[src/rtl/xroad_pkg.sv]
package xroad_pkg;
  // Phase encoding: index of the road that currently holds green.
  typedef enum logic {
    PH_NS = 1'b0,
    PH_EW = 1'b1
  } phase_t;

  localparam int unsigned NUM_ROADS = 2;
endpackage

[src/rtl/decision_timer.sv]
module decision_timer #(
  parameter int unsigned TICKS = 1500
) (
  input  logic clk,
  input  logic rst_n,
  output logic tick
);
  localparam int unsigned CW = (TICKS > 1) ? $clog2(TICKS) : 1;
  localparam logic [CW-1:0] LAST = CW'(TICKS - 1);

  logic [CW-1:0] cnt_q;
  logic [CW-1:0] cnt_d;

  // The tick is high in the cycle where the counter holds its last value.
  always_comb begin
    tick  = (cnt_q == LAST);
    cnt_d = tick ? '0 : cnt_q + 1'b1;
  end

  always_ff @(posedge clk or negedge rst_n) begin
    if (!rst_n) cnt_q <= '0;
    else        cnt_q <= cnt_d;
  end
endmodule

[src/rtl/phase_fsm.sv]
module phase_fsm
  import xroad_pkg::*;
(
  input  logic   clk,
  input  logic   rst_n,
  input  logic   tick,
  input  logic   car_ns,
  input  logic   car_ew,
  output phase_t phase_q
);
  phase_t phase_d;

  // Next state: green goes to the other road only if a car waits there.
  always_comb begin
    phase_d = phase_q;
    unique case (phase_q)
      PH_NS: if (car_ew) phase_d = PH_EW;
      PH_EW: if (car_ns) phase_d = PH_NS;
      default: phase_d = PH_NS;
    endcase
  end

  // The state register is clock-enabled by the decision tick.
  always_ff @(posedge clk or negedge rst_n) begin
    if (!rst_n)    phase_q <= PH_NS;
    else if (tick) phase_q <= phase_d;
  end
endmodule

[src/rtl/lamp_decode.sv]
module lamp_decode
  import xroad_pkg::*;
(
  input  phase_t                 phase,
  output logic [NUM_ROADS-1:0]   green,
  output logic [NUM_ROADS-1:0]   red
);
  for (genvar r = 0; r < NUM_ROADS; r++) begin : g_road
    always_comb begin
      green[r] = (phase == phase_t'(r));
      red[r]   = ~green[r];
    end
  end
endmodule

[src/rtl/xroad_light_ctrl.sv]
module xroad_light_ctrl
  import xroad_pkg::*;
#(
  parameter int unsigned CLK_HZ     = 50_000_000,
  parameter int unsigned INTERVAL_S = 30,
  parameter int unsigned TICKS      = CLK_HZ * INTERVAL_S
) (
  input  logic clk,
  input  logic rst_n,
  input  logic car_ns,
  input  logic car_ew,
  output logic ns_green,
  output logic ns_red,
  output logic ew_green,
  output logic ew_red
);
  logic                 tick;
  phase_t               phase;
  logic [NUM_ROADS-1:0] green;
  logic [NUM_ROADS-1:0] red;

  decision_timer #(.TICKS(TICKS)) u_timer (
    .clk   (clk),
    .rst_n (rst_n),
    .tick  (tick)
  );

  phase_fsm u_fsm (
    .clk     (clk),
    .rst_n   (rst_n),
    .tick    (tick),
    .car_ns  (car_ns),
    .car_ew  (car_ew),
    .phase_q (phase)
  );

  lamp_decode u_lamps (
    .phase (phase),
    .green (green),
    .red   (red)
  );

  // Road index 0 is north-south and road index 1 is east-west.
  assign ns_green = green[0];
  assign ns_red   = red[0];
  assign ew_green = green[1];
  assign ew_red   = red[1];
endmodule

[config.mk]
export PLATFORM = sky130hd
export DESIGN_NAME = xroad_light_ctrl
export DESIGN_NICKNAME = d
export VERILOG_FILES = /design/src/rtl/xroad_pkg.sv /design/src/rtl/decision_timer.sv /design/src/rtl/phase_fsm.sv /design/src/rtl/lamp_decode.sv /design/src/rtl/xroad_light_ctrl.sv
export SDC_FILE = /design/constraint.sdc
export NUM_CORES = 1
export LEC_CHECK = 0
export BUFFER_PORTS_ARGS = -buffer_cell sky130_fd_sc_hd__buf_2
export CORE_ASPECT_RATIO = 0.5
export CORE_MARGIN = 2
export CORE_UTILIZATION = 26
export DETAILED_ROUTE_END_ITERATION = 12
export PLACE_DENSITY_LB_ADDON = 0.1
export SETUP_SLACK_MARGIN = 0.2
export SLEW_MARGIN = 5
export SYNTH_ARGS = -nofsm -noshare
export SYNTH_HDL_FRONTEND = slang
export SYNTH_SLANG_ARGS = --single-unit
[constraint.sdc]
create_clock -name clk -period 2.4 [get_ports clk]
set_clock_uncertainty 0.15 [all_clocks]
set_input_delay 0.36 -clock clk [delete_from_list [all_inputs] [get_ports clk]]
set_output_delay 0.36 -clock clk [all_outputs]
set_load 0.05 [all_outputs]
# Word level (Yosys, flattened, before mapping)
# Cells that the tools add are included.
# classes
add_sub_neg,1
n_eq_ne,1
n_mux,4
bitwise_logic,1
# op_table
operator,count
31-bit by 1-bit adder with 31-bit output (second input constant),1
31-bit equality test (second input constant),1
31-bit two-way mux,1
1-bit two-way mux,2
1-bit case mux with 2 select lines,1
1-bit inverter,1
# word_totals
register_bits,32
in_bits,4
out_inout_bits,4
elab_cells,9

# Longest topological paths before layout
# logic_depth
word_depth,2
mapped_depth,7
ltp_nobuf,6

# By module
# From an unflattened synthesis, not the netlist that was laid out.
# hier_totals
cells_unflattened,166
hier_area_um2,1626.6
# modules_own_cells
module,n_inst,cells_per_inst,area_per_inst_um2,seq_area_each_um2
decision_timer,1,159,1564.0,775.7
phase_fsm,1,3,36.3,25.0
lamp_decode,1,4,26.3,0.0

# Least setup slack after synthesis
# No wires, ideal clock.
# synth_path
kind,register to register
startpoint,register u_timer.cnt_q[26]
endpoint,register u_fsm.phase_q
setup_time_ps,149
arrival_time_ps,1641
t_required_ps,2101
path_slack_ps,460
stages_incl_launch_ff,6
path_buffers,1
synth_period_minus_slack_ps,1940
path_cell_list,dfrtp_1 -> or4bb_1 -> nor4_4 -> and3_4 -> buf_6 -> a31oi_2
# synth_via
elab_chain_len,1
# synth_lines
element,line,rtl
start: declaration,decision_timer.sv:11,logic [CW-1:0] cnt_q;
start signal: assignment,decision_timer.sv:22,else cnt_q <= cnt_d;
31-bit equality test,decision_timer.sv:16,tick = (cnt_q == LAST);
end signal: assignment,phase_fsm.sv:26,else if (tick) phase_q <= phase_d;
end: declaration,phase_fsm.sv:9,output phase_t phase_q
# Every way passes these cells.
# A chain may end at the register's enable or synchronous reset.

# Worst setup path after layout
# Ends and elaborated chain as after synthesis.

==> results.yml <==
outcome:
  outcome: "finished with violations"
  failed_checks: "negative hold slack"
detailed_routing:
  detail_route.drc_violations: 0
  route.final.wire_length_microns: 3460
  detailroute.via_count: 1172
  drt_pre_antenna_iters: 4
  drt_iter0_markers: 21
  drt.antenna.violating_nets: 0
  post_drt_wl_per_cell_microns: 13.2
  detail_route.vias_per_cell: 4.47
job:
  max_cap_viols: 0
floorplan:
  fp.dieArea_sq_um: 6880
  die_w_microns: 115
  die_height_microns: 59.7
  core_region_area_sq_um: 6030
  floorplan.initialDensity_pct: 26.7
  rows: 20
  pin_count: 8
clock_tree:
  cts-root-to-sink-buffers: 2
  ctsResizeCount: 0
  cts_buffers: 5
  worstSkewPairLatency_ns: 0.27
  h-tree-depth: 2
  cell_chosen_for_the_clock_root: "clkbuf_16"
  cts.sinks: 32
  tritoncts: "done"
  clkSlewWorstSetupHoldPaths_ns: 0.06
setup_path:
  critical_path_buf_inv_count: 0
  crit_chain: "or4bb_1 -> nor4_4 -> and3_4 -> a21oi_1 -> a31oi_2"
  timing.critical_path.max_delay_family: "simple AND/OR/NAND/NOR gates"
  setup.worst_path.end_class: "register"
  timing.critical_path.fanout_max: 11
  arrival_ns: 2.14
  max_stage_delay_cell_worst_path: "or4bb_1"
  start_kind: "register"
  worstSetupPathType: "register to register"
  crit_required_ns: 2.45
  critical-path-max-stage-delay_ns: 0.57
placed_design:
  portBuffers: 7
  place_hpwl_microns: 2460
  routabilityCongestion: 0.791
  post-place-ws_ns: 0.299
  dpl_cell_area_sq_um: 1750
synth:
  yosysWarningCount: 0
  postSynthRegisterBits: 32
  ys_types: 35
  post_synth_top_area_cell: "dfrtp_1"
  synth_area_leaders: "dfrtp_1, xor2_1, nand3_1"
  sequential_to_total_area_share_from_yosys_stat_pct: 49.7
  syn_area_per_cell_sq_um: 10.2
  netlist.area_leader.share_pct: 49.7
  number_of_instances_in_the_synthesized_netlist: 158
  cell_area_synth_sq_um: 1610
  syn-num-nets: 163
sta:
  max_clock_freq_ghz: 0.478
  min_period_over_period_pct: 87.1
  min_period_ns: 2.09
  worst_slew_pin_slew_ns: 0.736
  rsz0062_at_grt: "false"
  timing.hold.ws_ns: -0.00429
  drv_slew: 0
  hold_viol_final: 7
  setup_slack_ns: 0.309
  worst_slew_margin_rel_pct: 50.9
  timing.setup.tns_ns: 0
  finalSetupViolations: 0
power:
  share_clk_of_total_power_pct: 53.5
  p_seq_share_pct: 45.4
  leakagePower_nw: 0.852
  internal_power_mw: 0.950
  ir_worst_vdd_mv: 0.258
  sw_frac_of_total_pct: 20.1
  power.share.combinational_pct: 1.1
  p_total_mw: 1.19
  power_density_nw_per_um2: 622
  switching_power_mw: 0.238
worst_hold_path:
  hold_path_class: "input port to asynchronous set/reset pin"
final_layout:
  layout-drive-gt1-share_pct: 14.9
  final_core_utilization_pct: 31.7
  postLayoutCellArea_sq_um: 1910
  num_antenna_cells: 0
  design.final.nets: 178
  num-fill-cells: 624
  mostFrequentLayoutCell: "dfrtp_1"
  area_growth_syn_to_layout_pct: 18.6
  layout.cells.most_common_list: "dfrtp_1, nand2_1, nand3_1"
grt:
  antenna_found_initial: 0
  grt_util_all_layers_pct: 11.3
  pin_count_of_the_biggest_net_entering_global_routing: 33
  global_route_wire_length_before_repair_microns: 5870
  via_count_of_the_first_global_routing_pass: 1156
  grt-ovfl-total: 0
## sequential cells by signal, indices dropped and copies added, names as in the netlist
register,cells
u_timer.cnt_q,31
u_fsm.phase_q,1
## cell usage after synthesis (all sizes together)
master  instances
nor3            7
nor2b           1
xor2           12
dfrtp          32
a221o           1
and4            1
xnor2          10
nand3          18
o31ai           1
a31oi           3
or4b            2
nand4           8
o21ai           3
or3             1
ha              1
nor2           14
o211ai          1
buf             4
nor4            3
and2            1
nand4b          1
a22o            1
a21oi           2
inv             3
and3            6
nand2          18
or4bb           1
or4             1
and3b           1
## what timing repair did
item | in CTS | in global routing
endpoints found under the setup margin | 0 | 1
setup buffers | 0 | 2
hold buffers | 0 | 0
## worst register-to-register path: cells and delay by family, from the launching register on
| kind | cells | cell delay [ns] |
|---|---|---|
| simple gates | 3 | 1.24 |
| flops | 1 | 0.39 |
| compound gates | 2 | 0.23 |
## through the flow
step           std cells  hold WS (ns)
2_1_floorplan        158       -0.0856
3_5_place_dp         252         0.324
4_1_cts              260        0.0402
6_report             262      -0.00429
5_1_grt              262        0.0628
3_3_place_gp         252         0.323
## path summary, 6_finish.rpt
path | start | end | slack [ns] | cells past startpoint
hold / removal | rst_n | u_timer.cnt_q[2] | -0.004 | 1
min in group clk | car_ns | u_fsm.phase_q | 0.13 | 2
setup / recovery | u_timer.cnt_q[26] | u_fsm.phase_q | 0.31 | 5
hold reg to reg | u_timer.cnt_q[0] | u_timer.cnt_q[0] | 0.32 | 1
setup reg to reg | u_timer.cnt_q[26] | u_fsm.phase_q | 0.31 | 5
max in group asynchronous | rst_n | u_timer.cnt_q[23] | 1.63 | 1
## power groups by stage
stage          logic [mW]  registers [mW]  clock network (mW)
2_1_floorplan   0.0000672           0.550                   0
3_3_place_gp       0.0142           0.549                   0
3_5_place_dp       0.0144           0.549                   0
4_1_cts            0.0145           0.540               0.653
5_1_grt            0.0157           0.540               0.680
6_report           0.0128           0.540               0.636
## routing by layer
| metal | share of wire, % | vias to the layer above | track usage, % |
|---|---|---|---|
| li1 | - | 588 | - |
| met1 | 53 | 562 | 16.0 |
| met2 | 42 | 22 | 16.6 |
| met4 | 0 | 0 | 3.44 |
| met3 | 4.7 | 0 | 3.45 |
| met5 | 0 | - | 0 |
## cell type report
type,instances,area [sq um],area share (%)
sequential,32,801,41.9
multi-input combinational,119,768,40.2
clock buffer,6,139,7.26
tap,88,110,5.76
timing repair buffer,12,72.6,3.80
inverter,3,11.3,0.589
clock inverter,2,10.0,0.524
## cell families (layout without fill, tap and decap cells)
kind of cell    after synthesis  in the layout  synth area share [%]
xor+xnor                     22             22                  12.0
compound gates               12             12                  5.20
simple gates                 84             84                  29.7
flops                        32             32                  49.7
fa+ha+maj                     1              1                 0.776
buf+inv                       7             23                  2.64
(Power assumes the default switching activity.)
